===== src/rtl/splitkey_cam_pkg.sv =====
package splitkey_cam_pkg;
    // Defaults shared by the table and its bench.
    localparam int unsigned SK_KEY_W   = 40;
    localparam int unsigned SK_LO_W    = 12;
    localparam int unsigned SK_ENTRIES = 8;
    localparam int unsigned SK_DATA_W  = 16;

    // Flags carried with every registered response.
    typedef struct packed {
        logic valid;
        logic hit;
        logic multi;
        logic hdrive;
    } sk_rsp_flags_t;
endpackage


===== src/rtl/splitkey_cam_entry.sv =====
module splitkey_cam_entry #(
    parameter int unsigned HI_W   = 28,
    parameter int unsigned LO_W   = 12,
    parameter int unsigned DATA_W = 16
) (
    input  logic              clk,
    input  logic              rst_n,
    input  logic              wr_sel,
    input  logic [HI_W-1:0]   wr_hi,
    input  logic [LO_W-1:0]   wr_lo,
    input  logic [DATA_W-1:0] wr_data,
    input  logic              lk_valid,
    input  logic              bcast,
    input  logic [HI_W-1:0]   lk_hi,
    input  logic [LO_W-1:0]   lk_lo,
    output logic              match_o,
    output logic [DATA_W-1:0] data_o
);
    typedef struct packed {
        logic              vld;
        logic              hm;
        logic [HI_W-1:0]   hi;
        logic [LO_W-1:0]   lo;
        logic [DATA_W-1:0] data;
    } ent_t;

    ent_t ent_d, ent_q;
    logic hi_eq, hm_use, lo_eq;

    always_comb begin
        // The upper comparator only sees the key on broadcast cycles.
        hi_eq  = bcast && (ent_q.hi == lk_hi);
        hm_use = bcast ? (ent_q.vld && hi_eq) : ent_q.hm;
        lo_eq  = (ent_q.lo == lk_lo);
        match_o = lk_valid && ent_q.vld && hm_use && lo_eq;
        data_o  = ent_q.data;

        ent_d = ent_q;
        if (bcast) begin
            ent_d.hm = ent_q.vld && hi_eq;
        end
        if (wr_sel) begin
            ent_d.vld  = 1'b1;
            ent_d.hm   = 1'b0;
            ent_d.hi   = wr_hi;
            ent_d.lo   = wr_lo;
            ent_d.data = wr_data;
        end
    end

    always_ff @(posedge clk) begin
        if (!rst_n) begin
            ent_q <= '0;
        end else begin
            ent_q <= ent_d;
        end
    end

    // The stored upper flag only moves on a broadcast or a write.
    assert_hm_hold_R6: assert property (@(posedge clk) disable iff (!rst_n)
        (!bcast && !wr_sel) |=> $stable(ent_q.hm));

    // An empty slot never reports a match.
    assert_empty_nomatch_R1: assert property (@(posedge clk) disable iff (!rst_n)
        (!ent_q.vld) |-> !match_o);
endmodule


===== src/rtl/splitkey_cam_pick.sv =====
module splitkey_cam_pick #(
    parameter int unsigned ENTRIES = 8,
    parameter int unsigned DATA_W  = 16,
    localparam int unsigned IDX_W  = $clog2(ENTRIES)
) (
    input  logic [ENTRIES-1:0] match,
    input  logic [DATA_W-1:0]  data [ENTRIES],
    output logic               hit,
    output logic               multi,
    output logic [IDX_W-1:0]   idx,
    output logic [DATA_W-1:0]  sel_data
);
    always_comb begin
        hit   = 1'b0;
        multi = 1'b0;
        idx   = '0;
        for (int i = 0; i < int'(ENTRIES); i++) begin
            if (match[i]) begin
                if (hit) begin
                    multi = 1'b1;
                end else begin
                    hit = 1'b1;
                    idx = IDX_W'(i);
                end
            end
        end
        sel_data = hit ? data[idx] : '0;
    end
endmodule


===== src/rtl/splitkey_cam.sv =====
module splitkey_cam
    import splitkey_cam_pkg::*;
#(
    parameter int unsigned KEY_W   = SK_KEY_W,
    parameter int unsigned LO_W    = SK_LO_W,
    parameter int unsigned ENTRIES = SK_ENTRIES,
    parameter int unsigned DATA_W  = SK_DATA_W,
    localparam int unsigned HI_W   = KEY_W - LO_W,
    localparam int unsigned IDX_W  = $clog2(ENTRIES)
) (
    input  logic              clk,
    input  logic              rst_n,
    input  logic              lk_valid,
    input  logic [KEY_W-1:0]  lk_key,
    input  logic              wr_en,
    input  logic [IDX_W-1:0]  wr_idx,
    input  logic [KEY_W-1:0]  wr_key,
    input  logic [DATA_W-1:0] wr_data,
    output logic              rsp_valid,
    output logic              rsp_hit,
    output logic              rsp_multi,
    output logic [IDX_W-1:0]  rsp_idx,
    output logic [DATA_W-1:0] rsp_data,
    output logic              hi_drive
);
    typedef struct packed {
        logic              memo_ok;
        logic [HI_W-1:0]   last_hi;
        sk_rsp_flags_t     fl;
        logic [IDX_W-1:0]  idx;
        logic [DATA_W-1:0] data;
    } top_t;

    top_t st_d, st_q;

    logic [HI_W-1:0]   lk_hi;
    logic [LO_W-1:0]   lk_lo;
    logic              bcast;
    logic [ENTRIES-1:0] ent_match;
    logic [DATA_W-1:0] ent_data [ENTRIES];
    logic              pk_hit, pk_multi;
    logic [IDX_W-1:0]  pk_idx;
    logic [DATA_W-1:0] pk_data;

    assign lk_hi = lk_key[KEY_W-1:LO_W];
    assign lk_lo = lk_key[LO_W-1:0];
    // Broadcast unless the memo is live and the upper part repeats.
    assign bcast = lk_valid && (!st_q.memo_ok || (lk_hi != st_q.last_hi));

    for (genvar g = 0; g < int'(ENTRIES); g++) begin : g_ent
        splitkey_cam_entry #(
            .HI_W(HI_W), .LO_W(LO_W), .DATA_W(DATA_W)
        ) u_ent (
            .clk      (clk),
            .rst_n    (rst_n),
            .wr_sel   (wr_en && (wr_idx == IDX_W'(g))),
            .wr_hi    (wr_key[KEY_W-1:LO_W]),
            .wr_lo    (wr_key[LO_W-1:0]),
            .wr_data  (wr_data),
            .lk_valid (lk_valid),
            .bcast    (bcast),
            .lk_hi    (lk_hi),
            .lk_lo    (lk_lo),
            .match_o  (ent_match[g]),
            .data_o   (ent_data[g])
        );
    end

    splitkey_cam_pick #(
        .ENTRIES(ENTRIES), .DATA_W(DATA_W)
    ) u_pick (
        .match    (ent_match),
        .data     (ent_data),
        .hit      (pk_hit),
        .multi    (pk_multi),
        .idx      (pk_idx),
        .sel_data (pk_data)
    );

    always_comb begin
        st_d = st_q;
        st_d.fl.valid  = lk_valid;
        st_d.fl.hit    = lk_valid && pk_hit;
        st_d.fl.multi  = lk_valid && pk_multi;
        st_d.fl.hdrive = bcast;
        st_d.idx       = lk_valid ? pk_idx  : '0;
        st_d.data      = lk_valid ? pk_data : '0;
        if (lk_valid) begin
            st_d.memo_ok = 1'b1;
            st_d.last_hi = lk_hi;
        end
        if (wr_en) begin
            st_d.memo_ok = 1'b0;
        end
    end

    always_ff @(posedge clk) begin
        if (!rst_n) begin
            st_q <= '0;
        end else begin
            st_q <= st_d;
        end
    end

    assign rsp_valid = st_q.fl.valid;
    assign rsp_hit   = st_q.fl.hit;
    assign rsp_multi = st_q.fl.multi;
    assign hi_drive  = st_q.fl.hdrive;
    assign rsp_idx   = st_q.idx;
    assign rsp_data  = st_q.data;

    assert_resp_next_R2: assert property (@(posedge clk) disable iff (!rst_n)
        lk_valid |=> rsp_valid);
    assert_no_resp_idle_R2: assert property (@(posedge clk) disable iff (!rst_n)
        !lk_valid |=> !rsp_valid);
    assert_rearm_after_write_R5: assert property (@(posedge clk) disable iff (!rst_n)
        wr_en |=> (lk_valid |-> bcast));
    assert_repeat_skips_R6: assert property (@(posedge clk) disable iff (!rst_n)
        (lk_valid && !wr_en) ##1 (lk_valid && (lk_hi == $past(lk_hi))) |-> !bcast);
    assert_strobe_with_rsp_R5: assert property (@(posedge clk) disable iff (!rst_n)
        hi_drive |-> rsp_valid);
    assert_multi_is_hit_R8: assert property (@(posedge clk) disable iff (!rst_n)
        rsp_multi |-> rsp_hit);
    assert_miss_zero_R4: assert property (@(posedge clk) disable iff (!rst_n)
        (rsp_valid && !rsp_hit) |-> (rsp_idx == '0 && rsp_data == '0));
endmodule


===== config.mk =====
export PLATFORM = sky130hd
export DESIGN_NAME = splitkey_cam
export DESIGN_NICKNAME = d
export VERILOG_FILES = /design/src/rtl/splitkey_cam_pkg.sv /design/src/rtl/splitkey_cam_entry.sv /design/src/rtl/splitkey_cam_pick.sv /design/src/rtl/splitkey_cam.sv
export SDC_FILE = /design/constraint.sdc
export NUM_CORES = 1
export LEC_CHECK = 0
export CAP_MARGIN = 20
export CELL_PAD_IN_SITES_DETAIL_PLACEMENT = 1
export CELL_PAD_IN_SITES_GLOBAL_PLACEMENT = 2
export CORE_MARGIN = 2
export CORE_UTILIZATION = 40
export DETAILED_ROUTE_END_ITERATION = 8
export MAX_ROUTING_LAYER = met4
export PLACE_DENSITY = 0.84
export SETUP_SLACK_MARGIN = 0.4
export SLEW_MARGIN = 20
export SYNTH_ARGS = -nofsm -noshare
export SYNTH_HDL_FRONTEND = slang
export SYNTH_SLANG_ARGS = --single-unit

===== constraint.sdc =====
create_clock -name clk -period 9.6 [get_ports clk]
set_input_delay 2.88 -clock clk [delete_from_list [all_inputs] [get_ports clk]]
set_output_delay 2.88 -clock clk [all_outputs]
set_load 0.03 [all_outputs]

Word-level counts from Yosys, hierarchy flattened

Index checks and enable logic that the tools add are counted.

Output and inout port bits: 23
Word-level logic and storage cells: 187
Bits of input ports: 103
Register bits after elaboration: 516

Bitwise gates (word level): 2
Equality and inequality tests: 24
Order comparisons: 1
Muxes and demuxes: 47
Reduce and logical (&&, ||, !) cells: 65

Operators with widths:

| kind                                                                   | count |
|---|---|
| 28-bit equality test                                                   | 8 |
| 12-bit equality test                                                   | 8 |
| 1-bit logical AND                                                      | 51 |
| 16-bit binary-select mux with 3-bit select                             | 1 |
| 3-bit two-way mux                                                      | 13 |
| 16-bit two-way mux                                                     | 2 |
| 1-bit two-way mux                                                      | 31 |
| 28-bit != test                                                         | 1 |
| 2-bit OR reduction                                                     | 9 |
| 3-bit equality test (second input constant)                            | 4 |
| 3-bit by 2-bit equality test with 1-bit output (second input constant) | 2 |
| 4-bit greater-or-equal comparator (second input constant)              | 1 |
| 3-bit NOT with 4-bit output                                            | 1 |
| 3-bit by 1-bit equality test with 1-bit output (second input constant) | 1 |
| 3-bit zero test                                                        | 1 |
| 3-bit AND reduction                                                    | 1 |
| 2-bit AND reduction                                                    | 1 |
| 1-bit zero test                                                        | 1 |
| 1-bit logical OR                                                       | 1 |
| 1-bit NOT                                                              | 1 |

Longest topological paths before layout

Gate-level depths: netlist of the first run.

Depth in word-level cells: 27
Mapped depth: 14
Mapped depth without buffers: 10

By module

A second synthesis of the first run with hierarchy kept.

Cell total of the unflattened synthesis: 2442
Area total of the unflattened synthesis: 25336.8 µm²

Modules (own cells, without submodules):

| module             | times used | seq. area each (µm²) | area each (µm²) | cells each |
|---|---|---|---|---|
| splitkey_cam_entry | 8          | 1161.1               | 2722.6          | 258 |
| splitkey_cam       | 1          | 1041.0               | 2237.1          | 215 |
| splitkey_cam_pick  | 1          | 0.0                  | 1318.8          | 163 |

Worst setup path after synthesis of the first run

Ideal clock, no wire load.

Path kind: in2reg
Start: input port lk_key[1]
End: register st_q (netlist bit rsp_data[10])
Stages: 12
Data arrival time: 5.743 ns
Setup slack: 3.736 ns
Data required time: 9.478 ns
Library setup time: 0.122 ns
Path buffers: 3
Cells stage by stage: buf_2 xnor2_1 nand4_1 nor4_1 a211oi_1 o32ai_4 a211oi_2 buf_6 nor2_8 buf_6 mux2_4 a221o_1

Longest elaborated chain between the ends: 21
Elaborated cells between the ends (all ways): 43
Those cells by class: eq/ne: 8; mux: 25; bitwise: 1; reduce/logical: 9

RTL lines:

| what                                                  | RTL line                 | RTL |
|---|---|---|
| start, declared                                       | splitkey_cam.sv:14       | `input logic [KEY_W-1:0] lk_key,` |
| 12-bit equality test                                  | splitkey_cam_entry.sv:34 | `lo_eq = (ent_q.lo == lk_lo);` |
| 1-bit logical AND                                     | splitkey_cam_entry.sv:35 | `match_o = lk_valid && ent_q.vld && hm_use && lo_eq;` |
| 1-bit two-way mux                                     | splitkey_cam_pick.sv:18  | `if (match[i]) begin` |
| 1-bit two-way mux                                     | splitkey_cam_pick.sv:19  | `if (hit) begin` |
| 3-bit two-way mux                                     | splitkey_cam_pick.sv:18  |  |
| 3-bit two-way mux                                     | splitkey_cam_pick.sv:19  |  |
| 3-bit two-way mux                                     | splitkey_cam_pick.sv:18  |  |
| 3-bit two-way mux                                     | splitkey_cam_pick.sv:19  |  |
| [... 4 more ...]                                      | -                        |  |
| 3-bit two-way mux                                     | splitkey_cam_pick.sv:18  |  |
| 3-bit two-way mux                                     | splitkey_cam_pick.sv:19  |  |
| 3-bit two-way mux                                     | splitkey_cam_pick.sv:18  |  |
| 3-bit two-way mux                                     | splitkey_cam_pick.sv:19  |  |
| 3-bit two-way mux                                     | splitkey_cam_pick.sv:18  |  |
| 3-bit NOT with 4-bit output (implied by the code)     | splitkey_cam_pick.sv:27  | `sel_data = hit ? data[idx] : '0;` |
| 16-bit binary-select mux with 3-bit select            | splitkey_cam_pick.sv:27  |  |
| 16-bit two-way mux (implied by the code) (2 in a row) | splitkey_cam_pick.sv:27  |  |
| end signal, assigned                                  | splitkey_cam.sv:101      | `st_q <= st_d;` |
| end, declared                                         | splitkey_cam.sv:34       | `top_t st_d, st_q;` |

Several ways; a longest one is shown, not always the timed one. The select of a mux whose other input is x is not followed.
A chain may end at the register's enable or synchronous reset.

Worst setup path after layout of the first run

Start: input port lk_key[21]
End: register st_q (netlist bit rsp_data[2])

Longest elaborated chain between the ends: 27
Elaborated cells between the ends (all ways): 78
Those cells by class: eq/ne: 9; mux: 33; bitwise: 1; reduce/logical: 35

RTL lines:

| what                                                  | RTL line                 | RTL |
|---|---|---|
| 28-bit != test                                        | splitkey_cam.sv:48       | `assign bcast = lk_valid && (!st_q.memo_ok \|\| (lk_hi != st_q.last_hi));` |
| 1-bit logical OR                                      | splitkey_cam.sv:48       |  |
| 1-bit logical AND                                     | splitkey_cam.sv:48       |  |
| 1-bit logical AND                                     | splitkey_cam_entry.sv:32 | `hi_eq = bcast && (ent_q.hi == lk_hi);` |
| 1-bit logical AND                                     | splitkey_cam_entry.sv:33 | `hm_use = bcast ? (ent_q.vld && hi_eq) : ent_q.hm;` |
| 1-bit two-way mux                                     | splitkey_cam_entry.sv:33 |  |
| 1-bit logical AND (2 in a row)                        | splitkey_cam_entry.sv:35 |  |
| 1-bit two-way mux                                     | splitkey_cam_pick.sv:18  |  |
| [... 9 more ...]                                      | -                        |  |
| 3-bit two-way mux                                     | splitkey_cam_pick.sv:18  |  |
| 3-bit two-way mux                                     | splitkey_cam_pick.sv:19  |  |
| 3-bit two-way mux                                     | splitkey_cam_pick.sv:18  |  |
| 3-bit two-way mux                                     | splitkey_cam_pick.sv:19  |  |
| 3-bit two-way mux                                     | splitkey_cam_pick.sv:18  |  |
| 3-bit NOT with 4-bit output (implied by the code)     | splitkey_cam_pick.sv:27  |  |
| 16-bit binary-select mux with 3-bit select            | splitkey_cam_pick.sv:27  |  |
| 16-bit two-way mux (implied by the code) (2 in a row) | splitkey_cam_pick.sv:27  |  |

Several ways; a longest one is shown, not always the timed one. The select of a mux whose other input is x is not followed.

==> metrics.yaml, run 1 <==
period_minus_slack_ns: 7.65
overflow: 0
grt_pass1_wl_mm: 136
place_congestion: 0.900
die_x_um: 253
end_kind: "flip-flop"
drive_above_1_share: 0.0669
cts_tree: "done"
hp-start: "g_ent[0].u_ent.ent_q[56]"
crit_slowest_cell: "nand2b_1"
cp-startpoint: "lk_key[21]"
cp.required_ns: 10.18
die_height_um: 253
grtUsageTotal: 0.296
peakVddDrop_uv: 129
criticalPathCategory: "input pin to flip-flop"
worstPathArrival_ns: 8.23
core_um2: 61600
clock_skew_ns: 0.0244
grtUsageMet1: 0.374
syn_avg_cell_area_um2: 8.46
path_clk_slew_ns: 0.06
synthArstFlopShare: 0
cts.sinks: 516
area_growth_pct: 12.5
cts_resized: 0
dp.cells: 3639
hold_path.class: "flip-flop to flip-flop"
worst_slew_pin_slew_ns: 1.10
setup_violations: 0
slew_headroom: 0.263
crit_chain: "clkdlybuf4s50_1 -> xor2_1 -> nor4_1 -> nand4_1 -> nor4_1 -> a211oi_1 -> o32ai_4 -> nand2_1 -> nand2b_1 -> o221a_2 -> a221o_1"
final_area_um2: 27900
dp_hpwl_mm: 58.2
worst-path-buf-inv: 1
ys_warn_count: 0
drc: 0
hold_viol_final: 0
worst_path_most_repeated_cell: "nor4_1"
final_cell_mix: "nand2_1 (917), dfxtp_1 (516), a21boi_0 (448), xnor2_1 (222), clkdlybuf4s50_1 (123)"
top_usage_layer: "met2"
grt_start_max_net_pins: 164
clk_latency_ns: 0.64
synth_edf_count: 0
rows: 91
placed_area_um2: 25900
h-tree-depth: 2
cp_top_family: "simple AND/OR/NAND/NOR gates"
worst-path-max-fanout: 18
numCtsBuffers: 59
final_common_cell: "nand2_1"
start_util: 0.403
rsz0062_at_grt: "false"
synth.net_count: 3037
yosysSeqAreaShare: 0.416
p_leak_nw: 9.09
use_met3: 0.0629
hold_buffers: 0
pin_count: 126
clock.fmax_mhz: 131
grt_pass1_vias: 21100
fin_nets: 2967
maxCapViolCount: 0
wl_per_cell_um: 24.6
fin_cells: 3753
ys_seq_elements: 516
netlist_area_um2: 24800
drt_wl_total_mm: 92.4
dieArea_um2: 64100
cts_setup_buffers: 0
vias: 20400
cts_root_buf: "clkbuf_16"
worstSetupStartpointType: "input pin"
use_met2: 0.470
synth_ff_type: "dfxtp_1"
slowest_delay_ns: 0.92
fill_cells: 7186
place.port_buffers: 125
run_status: "finished, final reports clean"
antenna_found_initial: 3
report.final.slew_viol_count: 0
antenna_left: 0
synth_cell_type_count: 61
tns_ns: 0
drtPass1Iterations: 5
drt_iter0_drc: 1532
power-per-cell-area_nw_per_um2: 179
drt-vias-per-instance: 5.44
syn_inst: 2934
cts_buffer_depth: 3
finalCritPeriodShare: 0.797
rr_startpoint: "st_q[36]"
[cell type report]
cell class / count / area (um^2) / share of cell area
multi-input cells: 2125 / 13100 / 0.467
clock buffers: 90 / 1740 / 0.0624
flip-flops and latches: 516 / 10300 / 0.370
well taps: 837 / 1050 / 0.0375
inverters: 4 / 15.0 / 0.000537
diodes: 3 / 7.51 / 0.000269
clock inverters: 20 / 218 / 0.00779
repair buffers: 158 / 1520 / 0.0544
[through the flow]
step | power [W] | hold WS [ns] | utilization | worst slack [ns]
2_1_floorplan | 0.00256 | 0.428 | - | 3.74
3_5_place_dp | 0.00273 | 0.453 | 0.421 | 1.41
5_1_grt | 0.00515 | 0.485 | 0.454 | 1.88
4_1_cts | 0.00503 | 0.462 | 0.453 | 2.08
6_report | 0.00500 | 0.460 | 0.454 | 1.95
3_3_place_gp | 0.00272 | 0.441 | 0.421 | 1.41
[worst register-to-register path: stages, from the launching register on]
cell and delay (ns):
dfxtp_1 0.34, xnor2_2 0.26, nand4_1 0.33, nor4_2 0.44, a21oi_2 0.28, mux2_1 0.32
nand4_2 0.31, nand2_1 0.78, nand2b_1 0.73, o221a_2 0.49, a221o_1 0.35
[synthesized netlist by cell type, types with 4 or more instances]
cell type / n / area share
xnor2_1: 222 / 0.078
buf_6: 14 / 0.0063
a221o_1: 16 / 0.0064
nand3_1: 59 / 0.012
a21boi_0: 448 / 0.14
nand2_1: 920 / 0.14
buf_2: 20 / 0.0040
nor2b_1: 31 / 0.0078
buf_1: 20 / 0.0030
and3_1: 5 / 0.0013
nor3_1: 9 / 0.0018
clkbuf_2: 9 / 0.0018
nand2b_1: 21 / 0.0053
xor2_1: 121 / 0.043
o21a_1: 10 / 0.0030
nor2_1: 36 / 0.0054
mux2_4: 10 / 0.0060
inv_1: 4 / 0.00060
clkbuf_1: 144 / 0.022
nand4_1: 54 / 0.014
xnor2_2: 5 / 0.0033
buf_4: 82 / 0.025
a21oi_1: 5 / 0.0010
mux2_2: 7 / 0.0032
dfxtp_1: 516 / 0.42
o221a_2: 6 / 0.0027
nor4_2: 5 / 0.0025
mux2i_1: 48 / 0.019
o221a_1: 10 / 0.0045
nor4_1: 38 / 0.0096
[sequential cells by signal, indices dropped and copies added, names as in the netlist, 3 cells and up]
| signal | cells |
|---|---|
| g_ent.u_ent.data_o | 128 |
| g_ent.u_ent.ent_q | 336 |
| rsp_data | 16 |
| rsp_idx | 3 |
| st_q | 29 |
[power by group]
part	switching [W]	internal [W]
registers	0.0000327	0.00219
logic	0.000298	0.000171
clock network	0.000952	0.00135
total	0.00128	0.00372
[layer usage]
| metal | vias to the layer above | wire (um) |
|---|---|---|
| met4 | 0 | 2940 |
| met2 | 619 | 42700 |
| li1 | 9424 | - |
| met1 | 10200 | 40600 |
| met5 | - | 0 |
| met3 | 161 | 6200 |
[worst paths after layout]
check                              to  slack, ns  cells after the start
max                       rsp_data[2]       1.95                     11
max reg2reg               rsp_data[2]       4.87                     10
min          g_ent[0].u_ent.ent_q[56]       0.46                      2
min reg2reg  g_ent[0].u_ent.ent_q[56]       0.46                      2
[logic make-up (layout without fill, tap and decap cells)]
logic type | count (synthesis) | after routing | share of synthesized area
AOI/OAI and AO/OA | 518 | 518 | 0.163
xor gates and xnor gates | 348 | 348 | 0.124
buffers and inverters | 293 | 272 | 0.0624
DFF | 516 | 516 | 0.416
muxes | 67 | 67 | 0.0299
other | 0 | 3 | 0
and+or+nand+nor | 1192 | 1192 | 0.204
No activity file was read; power rests on OpenSTA's default activity.
==> run 2, diff against run 1 <==
Settings changed: CORE_UTILIZATION 40 to 37, PLACE_DENSITY 0.84 to 0.78.
Clock period 9.6 ns to 7.53 ns, I/O delays scaled along.
==> run 2 against run 1 <==
Compared with the run above: non-clock buffer count up 23; clock power is 21% higher; combinational power increased by 30%; highest routed layer unchanged.
==> metrics.yaml, run 2 (synthesized netlist as in run 1, its figures left out) <==
run_status: "finished, final reports clean"  # unchanged
dp.cells: 3688  # was 3,639
report.final.slew_viol_count: 0  # unchanged
cts_tree: "done"  # unchanged
clk_latency_ns: 0.63  # was 0.64 ns
period_minus_slack_ns: 6.63
cts_root_buf: "clkbuf_16"  # unchanged
worstPathArrival_ns: 7.13  # was 8.23 ns
drtPass1Iterations: 5  # unchanged
finalCritPeriodShare: 0.880
wl_per_cell_um: 25.1  # was 24.6 um
h-tree-depth: 2  # unchanged
fin_cells: 3795  # was 3,753
intPower_w: 0.00463  # was 0.00372 W
die_height_um: 263  # was 253 um
place_congestion: 0.908  # was 0.900
vias: 20700  # was 20,400
grt_pass1_wl_mm: 143  # was 136 mm
die_x_um: 263  # was 253 um
worst-path-max-fanout: 16  # was 18
final_common_cell: "nand2_1"  # unchanged
core_um2: 66100  # was 61,600 um^2
drt_wl_total_mm: 95.3  # was 92.4 mm
clock_skew_ns: 0.0153  # was 0.0244 ns
setup_violations: 0  # unchanged
cts_resized: 0  # unchanged
numCtsBuffers: 59  # unchanged
overflow: 0  # unchanged
worst_slew_pin_slew_ns: 1.20  # was 1.10 ns
rsz0062_at_grt: "false"  # unchanged
place.port_buffers: 125  # unchanged
cp.required_ns: 8.04  # was 10.18 ns
antenna_found_initial: 1  # was 3
path_clk_slew_ns: 0.06  # about the same
peakVddDrop_uv: 184  # was 129 uV
clockPowerShare: 0.448  # was 0.461
drt-vias-per-instance: 5.46  # was 5.44
swShare: 0.259  # was 0.257
drt_iter0_drc: 1605  # was 1,532
fin_nets: 2990  # was 2,967
pin_count: 126  # unchanged
hold_buffers: 0  # unchanged
dp_hpwl_mm: 61.7  # was 58.2 mm
drc: 0  # unchanged
criticalPathCategory: "input pin to flip-flop"  # unchanged
final_cell_mix: "nand2_1 (917), dfxtp_1 (516), a21boi_0 (448), xnor2_1 (222), clkdlybuf4s50_1 (123)"  # unchanged
grt_pass1_vias: 21400  # was 21,100
dieArea_um2: 69200  # was 64,100 um^2
p_switching_w: 0.00162  # was 0.00128 W
hold_viol_final: 0  # unchanged
total_power_w: 0.00625  # was 0.00500 W
start_util: 0.376  # was 0.403
cts.sinks: 516  # unchanged
grt_start_max_net_pins: 245  # was 164
power-per-cell-area_nw_per_um2: 223  # was 179 nW/um^2
regMostFlops: "g_ent.u_ent.ent_q"  # unchanged
p_seq_frac: 0.454  # was 0.445
rows: 94  # was 91
p_leak_nw: 9.14  # was 9.09 nW
slew_headroom: 0.202  # was 0.263
end_kind: "flip-flop"  # unchanged
cts_buffer_depth: 3  # unchanged
fin_hold_ws_ns: 0.467  # was 0.460 ns
largest_reg_flops: 336  # unchanged
p_comb_frac: 0.098  # was 0.094
grtUsageTotal: 0.282  # was 0.296
area_growth_pct: 13.0  # was 12.5%
tns_ns: 0  # unchanged
clock.fmax_mhz: 151
hold_path.class: "flip-flop to flip-flop"  # unchanged
maxCapViolCount: 0  # unchanged
worstSetupStartpointType: "input pin"  # unchanged
cts_setup_buffers: 0  # unchanged
antenna_left: 0  # unchanged
drive_above_1_share: 0.0689  # was 0.0669
run 2: area by class of cell:
cell class / instances / area [um^2]
fill: 7633 / 38000
multi-input combinational: 2125 / 13100
sequential: 516 / 10300
clock buffer: 99 / 1770
timing repair buffer: 181 / 1730
tap: 864 / 1080
clock inverter: 5 / 67.6
inverter: 4 / 15.0
antenna: 1 / 2.50
run 2: critical path: stages:
cell,delay [ns]
clkdlybuf4s50_1,0.91
xor2_1,0.36
nor4_1,1.00
nand4_1,0.24
nor4_1,0.39
buf_4,0.21
mux2i_4,0.09
o21bai_1,0.31
o211a_4,0.22
nand4_4,0.34
o221a_2,0.43
a221o_1,0.35
run 2: path summary, 6_finish.rpt:
path / from / endpoint / slack [ns] / cells after the start
worst max-delay path: lk_key[25] / rsp_data[5] / 0.90 / 12
worst min-delay path: g_ent[7].u_ent.data_o[5] / g_ent[7].u_ent.data_o[5] / 0.47 / 2
worst max register to register: g_ent[4].u_ent.ent_q[31] / rsp_data[5] / 3.36 / 11
worst min register to register: g_ent[7].u_ent.data_o[5] / g_ent[7].u_ent.data_o[5] / 0.47 / 2
run 2: power by group through the flow:
stage	Sequential [W]	Combinational [W]	Clock, W
after floorplan	0.00288	0.000373	0
after global placement	0.00289	0.000591	0
after detailed placement	0.00289	0.000600	0
after CTS	0.00284	0.000603	0.00285
after global routing	0.00284	0.000645	0.00297
final	0.00284	0.000610	0.00280
run 2: metrics by stage:
stage | util | worst slack [ns] | area, um^2
6_report | 0.425 | 0.904 | 28100
5_1_grt | 0.425 | 0.890 | 28100
4_1_cts | 0.424 | 0.986 | 28000
2_1_floorplan | - | 2.29 | 24800
3_3_place_gp | 0.396 | 0.448 | 26200
3_5_place_dp | 0.396 | 0.367 | 26200
run 2: metal layers:
| metal | track usage | routed length [um] |
|---|---|---|
| met1 | 0.381 | 44100 |
| met2 | 0.453 | 44100 |
| met3 | 0.0309 | 5020 |
| met4 | 0.0652 | 2030 |
| met5 | - | 0 |
